==> config.mk <==
export PLATFORM = sky130hd
export DESIGN_NAME = sdrt_bank_track
export DESIGN_NICKNAME = d
export VERILOG_FILES = /design/src/rtl/sdrt_pkg.sv /design/src/rtl/sdrt_bank_track.sv
export SDC_FILE = /design/constraint.sdc
export NUM_CORES = 1
export LEC_CHECK = 0
export ABC_AREA = 1
export BUFFER_PORTS_ARGS = -buffer_cell sky130_fd_sc_hd__buf_2
export CAP_MARGIN = 5
export CORE_UTILIZATION = 33
export CTS_CLUSTER_DIAMETER = 150
export DETAILED_ROUTE_END_ITERATION = 10
export MAX_ROUTING_LAYER = met4
export PLACE_DENSITY_LB_ADDON = 0.08
export REMOVE_ABC_BUFFERS = 1
export SYNTH_ARGS = -nofsm -noshare
export SYNTH_HDL_FRONTEND = slang
export SYNTH_SLANG_ARGS = --single-unit
==> constraint.sdc <==
create_clock -name clk -period 1.7 [get_ports clk]
set_input_delay 0.34 -clock clk [delete_from_list [all_inputs] [get_ports clk]]
set_output_delay 0.34 -clock clk [all_outputs]
set_load 0.01 [all_outputs]
==> src/rtl/sdrt_pkg.sv <==
package sdrt_pkg;
    typedef enum logic [2:0] {
        CMD_IDLE  = 3'd0,
        CMD_ACT   = 3'd1,
        CMD_READ  = 3'd2,
        CMD_WRITE = 3'd3,
        CMD_PRE   = 3'd4
    } cmd_t;

    typedef enum logic [2:0] {
        RSN_NONE     = 3'd0,
        RSN_NOT_OPEN = 3'd1,
        RSN_IS_OPEN  = 3'd2,
        RSN_RCD      = 3'd3,
        RSN_RAS      = 3'd4,
        RSN_RP       = 3'd5,
        RSN_RC       = 3'd6
    } reason_t;
endpackage

==> src/rtl/sdrt_bank_track.sv <==
module sdrt_bank_track
    import sdrt_pkg::*;
#(
    parameter int ROW_W      = 13,
    parameter int TRCD_CYC   = 6,
    parameter int TRAS_CYC   = 18,
    parameter int TRP_CYC    = 6,
    parameter int TRC_CYC    = 24,
    parameter int AP_LAT_CYC = 2
) (
    input  logic             clk,
    input  logic             rst,
    input  logic             sel_i,
    input  logic [2:0]       cmd_i,
    input  logic [ROW_W-1:0] row_i,
    input  logic             ap_i,
    output reason_t          reason_o,
    output logic             open_o,
    output logic [ROW_W-1:0] row_o
);
    localparam int AP_RP = TRP_CYC + AP_LAT_CYC;
    localparam int M1    = (TRC_CYC > TRAS_CYC) ? TRC_CYC : TRAS_CYC;
    localparam int M2    = (TRCD_CYC > AP_RP) ? TRCD_CYC : AP_RP;
    localparam int MAXC  = (M1 > M2) ? M1 : M2;
    localparam int CW    = $clog2(MAXC + 1);

    typedef struct packed {
        logic             open;
        logic [ROW_W-1:0] row;
        logic [CW-1:0]    rcd;
        logic [CW-1:0]    ras;
        logic [CW-1:0]    rc;
        logic [CW-1:0]    rp;
    } bank_st_t;

    bank_st_t st_d, st_q;
    reason_t  reason_d;

    always_comb begin
        st_d     = st_q;
        reason_d = RSN_NONE;
        if (st_q.rcd != '0) st_d.rcd = st_q.rcd - 1'b1;
        if (st_q.ras != '0) st_d.ras = st_q.ras - 1'b1;
        if (st_q.rc  != '0) st_d.rc  = st_q.rc  - 1'b1;
        if (st_q.rp  != '0) st_d.rp  = st_q.rp  - 1'b1;
        if (sel_i) begin
            case (cmd_i)
                CMD_ACT: begin
                    if (st_q.open)           reason_d = RSN_IS_OPEN;
                    else if (st_q.rp != '0)  reason_d = RSN_RP;
                    else if (st_q.rc != '0)  reason_d = RSN_RC;
                    else begin
                        st_d.open = 1'b1;
                        st_d.row  = row_i;
                        st_d.rcd  = CW'(TRCD_CYC - 1);
                        st_d.ras  = CW'(TRAS_CYC - 1);
                        st_d.rc   = CW'(TRC_CYC - 1);
                    end
                end
                CMD_READ, CMD_WRITE: begin
                    if (!st_q.open)          reason_d = RSN_NOT_OPEN;
                    else if (st_q.rcd != '0) reason_d = RSN_RCD;
                    else if (ap_i) begin
                        st_d.open = 1'b0;
                        st_d.rp   = CW'(AP_RP - 1);
                    end
                end
                CMD_PRE: begin
                    if (st_q.open) begin
                        if (st_q.ras != '0) reason_d = RSN_RAS;
                        else begin
                            st_d.open = 1'b0;
                            st_d.rp   = CW'(TRP_CYC - 1);
                        end
                    end
                end
                default: ;
            endcase
        end
        if (reason_d != RSN_NONE) st_d = st_q;
    end

    always_ff @(posedge clk) begin
        if (rst) st_q <= '0;
        else     st_q <= st_d;
    end

    assign reason_o = reason_d;
    assign open_o   = st_q.open;
    assign row_o    = st_q.row;

    assert_act_opens_R4: assert property (@(posedge clk) disable iff (rst)
        (sel_i && cmd_i == CMD_ACT && reason_o == RSN_NONE)
        |=> (open_o && row_o == $past(row_i)));

    assert_flag_keeps_state_R10: assert property (@(posedge clk) disable iff (rst)
        (reason_o != RSN_NONE) |=> ($stable(open_o) && $stable(row_o)));

    assert_pre_closes_R6: assert property (@(posedge clk) disable iff (rst)
        (sel_i && cmd_i == CMD_PRE && open_o && reason_o == RSN_NONE) |=> !open_o);

    assert_ap_closes_R9: assert property (@(posedge clk) disable iff (rst)
        (sel_i && (cmd_i == CMD_READ || cmd_i == CMD_WRITE) && ap_i && reason_o == RSN_NONE)
        |=> (!open_o && st_q.rp != '0));

    assert_idle_bank_quiet_R11: assert property (@(posedge clk) disable iff (rst)
        (!sel_i) |-> (reason_o == RSN_NONE));
endmodule

# [Word level (Yosys, flattened, before mapping)]
# Index checks and enable logic that the tools add are counted.
[totals] regBits=34 latch_bits=0 ramBits=0 rom_bits=0 output_inout_bits=17 wordCells=57 n_memories=0
[op_classes] add_sub_neg=4 multipliers=0 div_mod_pow=0 order_cmp=0 n_eq_ne=4 shifts=0 n_mux=30 n_bitwise=4 n_reduce_logical=9
[op_table] operator="29-bit two-way mux" n=3
[op_table] operator="5-bit two-way mux" n=9
[op_table] operator="20-bit two-way mux" n=1
[op_table] operator="5-bit nonzero test" n=4
[op_table] operator="5-bit by 1-bit subtractor with 5-bit output (second input constant)" n=4
[op_table] operator="3-bit two-way mux" n=6
[op_table] operator="15-bit two-way mux" n=1
[op_table] operator="5-bit one-hot mux with 2 select lines" n=1
[op_table] operator="3-bit one-hot mux with 3 select lines" n=1
[op_table] operator="3-bit by 2-bit equality test with 1-bit output (second input constant)" n=2
[op_table] operator="6-bit AND reduction" n=1
[op_table] operator="3-bit nonzero test" n=2
[op_table] operator="1-bit two-way mux" n=5
[op_table] operator="2-bit two-way mux" n=2
[op_table] operator="1-bit inverter" n=4
[op_table] operator="3-bit by 1-bit equality test with 1-bit output (second input constant)" n=1
[op_table] operator="3-bit equality test (second input constant)" n=1
[op_table] operator="1-bit one-hot mux with 3 select lines" n=1
[op_table] operator="3-bit AND reduction" n=1
[op_table] operator="2-bit OR reduction" n=1

# [Longest topological paths before layout]
# Gate-level depths: netlist (run 1).
[depth] ltp_word=9 depth_mapped=15 depth_no_buf=13

# [Worst setup path before layout (run 1)]
# Ideal clock, no wire load.
[synth_timing] path_type="reg2reg" start="register st_q[0] in the netlist's numbering" end="register st_q (netlist bit open_o)" t_arrival_ns=1.638 path_slack_ns=-0.004 path_stages_with_launch=14 synth_period_minus_slack_ns=1.704 path_cell_list="dfxtp_1 inv_1 ha_1 nand2_1 nor2_2 buf_6 nand3_1 nand2_1 nand2_1 inv_2 nor2_4 buf_6 nand3_2 a21oi_2"
[synth_via] elab_chain_len=8 word_cells_on_any_way=11
[synth_rtl] item="start, declared" line="sdrt_bank_track.sv:36" rtl="bank_st_t st_d, st_q;"
[synth_rtl] item="start signal, assigned" line="sdrt_bank_track.sv:85" rtl="else st_q <= st_d;"
[synth_rtl] item="5-bit nonzero test" line="sdrt_bank_track.sv:50" rtl="else if (st_q.rp != '0) reason_d = RSN_RP;"
[synth_rtl] item="3-bit two-way mux" line="sdrt_bank_track.sv:50"
[synth_rtl] item="3-bit two-way mux" line="sdrt_bank_track.sv:49" rtl="if (st_q.open) reason_d = RSN_IS_OPEN;"
[synth_rtl] item="3-bit one-hot mux with 3 select lines" line="sdrt_bank_track.sv:47" rtl="case (cmd_i)"
[synth_rtl] item="3-bit two-way mux" line="sdrt_bank_track.sv:46" rtl="if (sel_i) begin"
[synth_rtl] item="via reason_o[1]" line="sdrt_bank_track.sv:17" rtl="output reason_t reason_o,"
[synth_rtl] item="3-bit nonzero test" line="sdrt_bank_track.sv:80" rtl="if (reason_d != RSN_NONE) st_d = st_q;"
[synth_rtl] item="1-bit inverter (no source line)"
[synth_rtl] item="3-bit AND reduction (no source line)"
# The timed path passes the listed nets, and every way through them passes these cells.
# A chain may end at the register's enable or synchronous reset.

# [Worst setup path in the final report (run 1)]
[layout_timing] start="register st_q[0] in the netlist's numbering" end="output reason_o[2]"
[layout_via] elab_chain_len=5
[layout_rtl] item="5-bit nonzero test" line="sdrt_bank_track.sv:50"
[layout_rtl] item="3-bit two-way mux" line="sdrt_bank_track.sv:50"
[layout_rtl] item="3-bit two-way mux" line="sdrt_bank_track.sv:49"
[layout_rtl] item="3-bit one-hot mux with 3 select lines" line="sdrt_bank_track.sv:47"
[layout_rtl] item="3-bit two-way mux" line="sdrt_bank_track.sv:46"
[layout_rtl] item="end, declared" line="sdrt_bank_track.sv:17"
# No other way between the ends.

==> out/metrics.sh, run 1 <==
CLOCK_INSERTION_DELAY_WORST_SKEW_NS=0.29
NUMBER_OF_FLOPS_MAPPED_TO_ENABLE_CELLS_BY_YOSYS=0
FIRST_GLOBAL_VIAS=2025
RSZ_0062_RAISED_AFTER_GLOBAL_ROUTING='yes'
PERIOD_NEEDED_NS=1.90
IO-PIN-COUNT=37
CLK_SLEW_ON_WORST_S_H_PATHS_NS=0.07
HOLDPATHSTAGES=3
WORST_SLEW_PIN_SLEW_NS=0.328
CPMAXSTAGEDELAYCELL='sky130_fd_sc_hd__dfxtp_2'
FINAL.HOLD.WORST_SLACK_NS=0.267
CP-END-KIND='primary output'
CTS-HOLD-FIX-BUFFERS=0
DETAILEDROUTE.FIRSTPASSITERATIONCOUNT=4
VIAS=2154
CRITICALPATHCATEGORY='reg -> out'
ROUTED_WL_UM=5760
VDD_DROP_MAX_mV=0.747
MAXCAPVIOLATIONS=0
CHIP_HEIGHT_UM=79.8
CTS.HTREE.LEVELS=2
CRIT-REG2REG-CAPTURE='st_q[18]$_SDFFE_PP0N_'
CTS_MAX_PATH_BUFFERS=2
TIMING.CRITICAL_PATH.FANOUT_MAX=4
YOSYS_REGISTER_BITS=34
WORST_SETUP_PATH_START_KIND='flip-flop'
SLEW-LIMIT-HEADROOM_PCT=77.9
SLEW_VIOLATIONS=0
TRITONCTS_NUM_SINKS=34
INSERTEDDIODECOUNT=0
OUTCOME='finished with violations'
POST_ROUTE_CELLS_DRIVE_ABOVE_1_SHARE_PCT=48.8
SEQ_AREA_FRAC_SYNTH_PCT=34.1
GRT_START_MAX_NET_PINS=19
SYN_INST=284
HOLD_EP='row_o[11]$_SDFFE_PP0P_'
GRT_ANTENNA_BEFORE_REPAIR=0
CRITICAL_PATH_CELL_COUNT=11
CTS_MADE_BUFFERS=5
CRIT_FAMILY='simple AND/OR/NAND/NOR gates'
GR-USAGE-ALL-LAYERS_PCT=20.0
POST_SYNTH_INSTANCE_AREA_SQ_MM=0.00200
DPL_WIRE_LENGTH_UM=3730
TIMING.CLOCK.SKEW_NS=0.00818
SOURCE_OF_THE_WORST_HOLD_TIMING_PATH='row_i[11]'
DETAIL_ROUTE.DRC_VIOLATIONS=0
CRIT_PATH_CELL_TRACE='inv_2 -> ha_4 -> nand2_4 -> nor2_4 -> nand2_2 -> nand2_2 -> nand2_2 -> nand2_4 -> buf_6 -> inv_2 -> buf_6'
LAYOUT_WORST_PATH_CYCLE_SHARE_PCT=112
GLOBALPLACE.CONGESTION=0.804
DIE_AREA_SQ_MM=0.00637
P_LEAK_nW=1.53
POST_SYNTH_NUM_CELL_TYPES=32
CRIT_REQUIRED_NS=1.36
FINISH.UTILIZATION_PCT=55.3
SYNTH_TOP_FLOP_CELL='sky130_fd_sc_hd__dfxtp_1'
CPPEAKSTAGEDELAY_NS=0.33
CTS_ROOT_BUFFER='sky130_fd_sc_hd__clkbuf_8'
POWER_DENSITY_mW_PER_MM2=1620
AVGROUTEDWIREPERCELL_UM=12.5
VIOLATIONS_IN_THE_FINAL_REPORTS='negative setup slack'
NUM-NETS-FINAL=411
VIASPERCELL=4.69
ROWS=27
GLOBAL_ROUTE_WIRE_LENGTH_BEFORE_REPAIR_UM=9470
GRT_OVERFLOW=0
REG2REG_FROM='st_q[0]$_SDFFE_PP0N_'
R2R.WORST_PATH.CELLS=14
COUNT_OF_FILL_CELLS_ADDED_DURING_FILLER_INSERTION=566
AREAGROWTHSYNTHTOFINISH_PCT=57.0
PATH_BUF_INV=4
STARTING_DENSITY_OF_THE_CORE_PCT=35.2
FINALWORSTSETUPSLACK_NS=-0.197
ASYNCSETRESETFLOPFRACSYNTH_PCT=0
DRTANTENNAVIOLNETS=0
SYNTH-WARNING-COUNT=0
SETUP-VIOLATIONS-FINAL=37
SYN_AVG_CELL_AREA_SQ_UM=7.04
HOLD_VIOL=0
ACHIEVABLE-FREQUENCY_GHz=0.527
BUFFER_PORTS.INSERTED=36
CRITICAL-PATH-TOP-CELL-BY-COUNT='sky130_fd_sc_hd__nand2_2'
DIE_WIDTH_UM=79.8
HOLD_PATH_CLASS='in -> reg'
CTS_TREE='done'
DRT_ITER0_DRC=52
CORE_REGION_AREA_SQ_MM=0.00568
REG2REG_SETUP_SLACK_NS=-0.14
TIMING.CRITICAL_PATH.ARRIVAL_NS=1.56
[metal layers]
metal / wire (um) / global-route usage [%] / vias to the layer above
li1: - / - / 1127
met1: 2760 / 25.6 / 983
met2: 2720 / 32.2 / 37
met3: 193 / 3.89 / 7
met4: 76 / 5.36 / 0
met5: 0 / - / -
[worst register-to-register path, stage by stage (launching register included)]
cell and delay (ns):
sky130_fd_sc_hd__dfxtp_2 0.33, sky130_fd_sc_hd__inv_2 0.07, sky130_fd_sc_hd__ha_4 0.15, sky130_fd_sc_hd__nand2_4 0.05, sky130_fd_sc_hd__nor2_4 0.15, sky130_fd_sc_hd__nand2_2 0.08, sky130_fd_sc_hd__nand2_2 0.07, sky130_fd_sc_hd__nand2_2 0.08
sky130_fd_sc_hd__nand2_4 0.07, sky130_fd_sc_hd__buf_6 0.10, sky130_fd_sc_hd__nand3_4 0.12, sky130_fd_sc_hd__buf_12 0.18, sky130_fd_sc_hd__nor2_4 0.12, sky130_fd_sc_hd__nand3_2 0.08, sky130_fd_sc_hd__a21oi_2 0.11
[flip-flops by register name, indices dropped and copies added, names as in the netlist]
| name | cells |
|---|---|
| open_o | 1 |
| st_q | 20 |
| row_o | 13 |
[final cells by class]
cell class | count | area (sq um) | area share [%]
multi-input combinational | 199 | 1240 | 39.5
timing repair buffer | 116 | 895 | 28.5
sequential | 34 | 684 | 21.8
inverter | 29 | 116 | 3.71
tap | 72 | 90.1 | 2.87
clock buffer | 7 | 76.3 | 2.43
clock inverter | 1 | 30.0 | 0.957
timing repair inverter | 1 | 7.51 | 0.239
[worst max-delay path by stage]
stage / from / to / slack [ns]
global route: st_q[0]$_SDFFE_PP0N_ / reason_o[2] / -0.28
detailed placement: st_q[0]$_SDFFE_PP0N_ / st_q[8]$_SDFFE_PP0N_ / -0.11
finish: st_q[0]$_SDFFE_PP0N_ / reason_o[2] / -0.20
global placement: cmd_i[1] / st_q[2]$_SDFFE_PP0N_ / -0.07
CTS: st_q[1]$_SDFFE_PP0N_ / reason_o[2] / -0.20
floorplan: st_q[0]$_SDFFE_PP0N_ / row_o[0]$_SDFFE_PP0P_ / -0.26
[layout by cell type (no fill, tap or decap), drive strengths merged, types with 4 or more instances in the layout]
cell type,synthesis,final
nor3,10,10
nor2,49,49
inv,29,29
a21oi,23,23
nand3,12,12
ha,5,5
xor2,4,4
clkbuf,3,7
buf,19,116
nand2,48,48
nand4,6,6
dfxtp,34,34
o21ai,29,29
[cells by family (layout without fill, tap and decap cells)]
family | count (synthesis) | in the layout | synth area share (%)
AND/OR/NAND/NOR | 127 | 127 | 29.7
AO/OA/AOI/OAI | 60 | 60 | 16.6
buffers and inverters | 51 | 154 | 13.5
flip-flops | 34 | 34 | 34.1
XOR/XNOR | 7 | 7 | 3.07
adder cells (fa/ha/maj) | 5 | 5 | 3.13
[cell usage after synthesis (4+ instances only)]
cell type                 count  area (sq um)
sky130_fd_sc_hd__nand4_1      6          37.5
sky130_fd_sc_hd__nand2_1     41           154
sky130_fd_sc_hd__a21oi_1     21           105
sky130_fd_sc_hd__nand2_2      6          37.5
sky130_fd_sc_hd__dfxtp_1     34           681
sky130_fd_sc_hd__ha_1         5          62.6
sky130_fd_sc_hd__o21ai_0     27           135
sky130_fd_sc_hd__xor2_1       4          35.0
sky130_fd_sc_hd__inv_1       27           101
sky130_fd_sc_hd__nor3_1       9          45.0
sky130_fd_sc_hd__nand3_1      9          45.0
sky130_fd_sc_hd__nor2_1      45           169
sky130_fd_sc_hd__buf_4       13          97.6
[report_power, final]
group	switching, mW	internal (mW)
Sequential	0.115	0.976
Clock	0.295	0.439
Combinational	1.57	1.70
[repair_timing]
| item | in CTS | in global routing |
|---|---|---|
| setup endpoints to repair | 35 | 37 |
| pin swaps | 18 | 19 |
| resized for setup | 46 | 39 |
| gates cloned | 2 | 1 |
| buffers inserted | 25 | 5 |
[metrics by stage]
stage	std cells	TNS, ns	power (mW)	instance area [sq um]	worst slack [ns]
2_1_floorplan	262	-5.75	2.46	1840	-0.257
3_3_place_gp	421	-0.648	3.42	2510	-0.0741
3_5_place_dp	421	-1.29	3.43	2510	-0.113
4_1_cts	455	-3.30	4.83	2980	-0.200
5_1_grt	459	-7.48	5.49	3140	-0.283
6_report	459	-3.11	5.09	3140	-0.197
No activity file was read; power rests on OpenSTA's default activity.
==> run 2: changes to the inputs <==
- SLEW_MARGIN: not set -> 10
- clock period: 1.7 -> 1.73 ns (I/O delays scaled with it)
==> out/metrics.sh, run 2 (synthesized netlist as in run 1, its figures left out) <==
VIOLATIONS_IN_THE_FINAL_REPORTS='negative setup slack'
NUMBER_OF_FLIP_FLOPS_IN_THE_LARGEST_REGISTER=20
COUNT_OF_FILL_CELLS_ADDED_DURING_FILLER_INSERTION=539
TIMING.CLOCK.SKEW_NS=0.00490
REG2REG_SETUP_SLACK_NS=-0.11
BUFFER_PORTS.INSERTED=36
MOSTFREQUENTLAYOUTCELL='sky130_fd_sc_hd__buf_4'
DIE_AREA_SQ_MM=0.00637
FINISH.UTILIZATION_PCT=56.0
GR-USAGE-ALL-LAYERS_PCT=18.9
ROUTED_WL_UM=5900
MAXCAPVIOLATIONS=0
SHARE_COMB_OF_TOTAL_POWER_PCT=63.9
DRT_ITER0_DRC=107
MULTIINPUTGATEAREA_SQ_MM=0.00137
IO-PIN-COUNT=37
TRITONCTS_NUM_SINKS=34
NUM-NETS-FINAL=396
RSZ_0062_RAISED_AFTER_GLOBAL_ROUTING='yes'
GRT_START_MAX_NET_PINS=21
P_INT_mW=2.76
CTS_MAX_PATH_BUFFERS=2
AVGROUTEDWIREPERCELL_UM=13.3
VIASPERCELL=4.85
DPL_WIRE_LENGTH_UM=3800
CLOCK_INSERTION_DELAY_WORST_SKEW_NS=0.29
GRT_ANTENNA_BEFORE_REPAIR=0
CLOCK_POWER_SHARE_PCT=12.9
MOST-COMMON-LAYOUT-CELLS='sky130_fd_sc_hd__buf_4, sky130_fd_sc_hd__nor2_1, sky130_fd_sc_hd__buf_2, sky130_fd_sc_hd__nand2_1, sky130_fd_sc_hd__dfxtp_1'
TOTAL_SWITCHING_POWER_mW=1.94
P_SEQ_SHARE_PCT=23.2
DRTANTENNAVIOLNETS=0
CHIP_HEIGHT_UM=79.8
STARTING_DENSITY_OF_THE_CORE_PCT=35.2
LAYOUT_WORST_PATH_CYCLE_SHARE_PCT=109
DPL_CELL_AREA_SQ_MM=0.00245
ROWS=27
SLEW-LIMIT-HEADROOM_PCT=72.7
SOURCE_OF_THE_WORST_HOLD_TIMING_PATH='row_i[2]'
POWER_SWITCHING_SHARE_PCT=41.2
LARGEST-REGISTER='st_q'
CTS.HTREE.LEVELS=2
CRIT_REQUIRED_NS=1.38
CP-END-KIND='primary output'
POWER_DENSITY_mW_PER_MM2=1480
PERIOD_NEEDED_NS=1.88
AREAGROWTHSYNTHTOFINISH_PCT=59.0
INSERTEDDIODECOUNT=0
TIMING.CRITICAL_PATH.ARRIVAL_NS=1.53
DESIGN_AREA_SQ_MM=0.00318
GRT_OVERFLOW=0
VDD_DROP_MAX_mV=0.604
HOLD_VIOL=0
CRITICALPATHCATEGORY='reg -> out'
WORST_SLEW_PIN_SLEW_NS=0.409
TIMING.SETUP.TNS_NS=-1.52
HOLD_PATH_CLASS='in -> reg'
FINALWORSTSETUPSLACK_NS=-0.151
CRIT_PATH_START='st_q[0]$_SDFFE_PP0N_'
OUTCOME='finished with violations'
CTS_MADE_BUFFERS=5
GLOBALPLACE.CONGESTION=0.769
GLOBAL_ROUTE_WIRE_LENGTH_BEFORE_REPAIR_UM=9030
SLEW_VIOLATIONS=0
VIAS=2152
FIRST_GLOBAL_VIAS=1976
DETAILEDROUTE.FIRSTPASSITERATIONCOUNT=4
ACHIEVABLE-FREQUENCY_GHz=0.532
TIMING.CRITICAL_PATH.FANOUT_MAX=4
CORE_REGION_AREA_SQ_MM=0.00568
WORST_SETUP_PATH_START_KIND='flip-flop'
CLK_SLEW_ON_WORST_S_H_PATHS_NS=0.07
SETUP-VIOLATIONS-FINAL=30
CTS_ROOT_BUFFER='sky130_fd_sc_hd__clkbuf_8'
POST_ROUTE_CELLS_DRIVE_ABOVE_1_SHARE_PCT=53.0
REG2REG_FROM='st_q[0]$_SDFFE_PP0N_'
FF_LATCH_AREA_SQ_UM=687
DETAIL_ROUTE.DRC_VIOLATIONS=0
CTS_TREE='done'
DIE_WIDTH_UM=79.8
P_LEAK_nW=1.48
==> run 2: layout make-up <==
type / instances / share of cell area, %
clock inverters: 1 / 0.158
repair buffers: 102 / 26.0
clock buffers: 7 / 2.72
inverters: 29 / 3.62
well taps: 72 / 2.84
multi-input cells: 199 / 43.1
flip-flops and latches: 34 / 21.6
==> run 2: what timing repair did <==
| item | CTS | global route |
|---|---|---|
| gates resized for setup | 46 | 83 |
| hold buffers | 0 | 0 |
| buffers inserted | 17 | 7 |
| pin swaps | 18 | 24 |
| gates cloned | 0 | 4 |
| hold endpoints to repair | 0 | 0 |
| endpoints found under the setup margin | 20 | 37 |
==> run 2: worst max-delay path: stages, from the launching register on <==
cell	delay, ns
sky130_fd_sc_hd__dfxtp_2	0.32
sky130_fd_sc_hd__inv_2	0.07
sky130_fd_sc_hd__ha_4	0.15
sky130_fd_sc_hd__nand2_4	0.05
sky130_fd_sc_hd__nor2_4	0.16
sky130_fd_sc_hd__buf_6	0.13
sky130_fd_sc_hd__nand3_4	0.05
sky130_fd_sc_hd__nand2_2	0.07
sky130_fd_sc_hd__nand2_2	0.07
sky130_fd_sc_hd__inv_2	0.08
sky130_fd_sc_hd__buf_6	0.10
==> run 2: power by group through the flow <==
| stage | Combinational [mW] | Sequential, mW | Clock (mW) |
|---|---|---|---|
| after floorplan | 1.34 | 1.09 | 0 |
| after global placement | 2.17 | 1.08 | 0 |
| after detailed placement | 2.16 | 1.08 | 0 |
| after CTS | 2.54 | 1.08 | 0.624 |
| after global routing | 3.34 | 1.11 | 0.649 |
| final | 3.01 | 1.09 | 0.607 |
==> run 2: final timing paths <==
| path | end | depth (start not counted) |
|---|---|---|
| max | reason_o[1] | 10 |
| min | row_o[2]$_SDFFE_PP0P_ | 3 |
| max reg2reg | open_o$_SDFFE_PP0P_ | 15 |
| min reg2reg | st_q[19]$_SDFFE_PP0N_ | 2 |
==> run 2: metrics by stage <==
| step | cells | worst slack (ns) | hold slack, ns | power (mW) |
|---|---|---|---|---|
| 6_report | 444 | -0.151 | 0.266 | 4.70 |
| 5_1_grt | 444 | -0.230 | 0.273 | 5.10 |
| 4_1_cts | 437 | -0.173 | 0.272 | 4.24 |
| 3_5_place_dp | 413 | -0.0672 | 0.444 | 3.24 |
| 3_3_place_gp | 413 | -0.0452 | 0.445 | 3.25 |
| 2_1_floorplan | 262 | -0.227 | 0.408 | 2.42 |
==> run 2: routing by layer <==
layer  up-vias  track usage [%]  wire length (um)
li1       1091                -                 -
met1      1003             22.6              2650
met2        46             32.0              2930
met3        12             3.09               184
met4         0             6.61               131
met5         -                -                 0
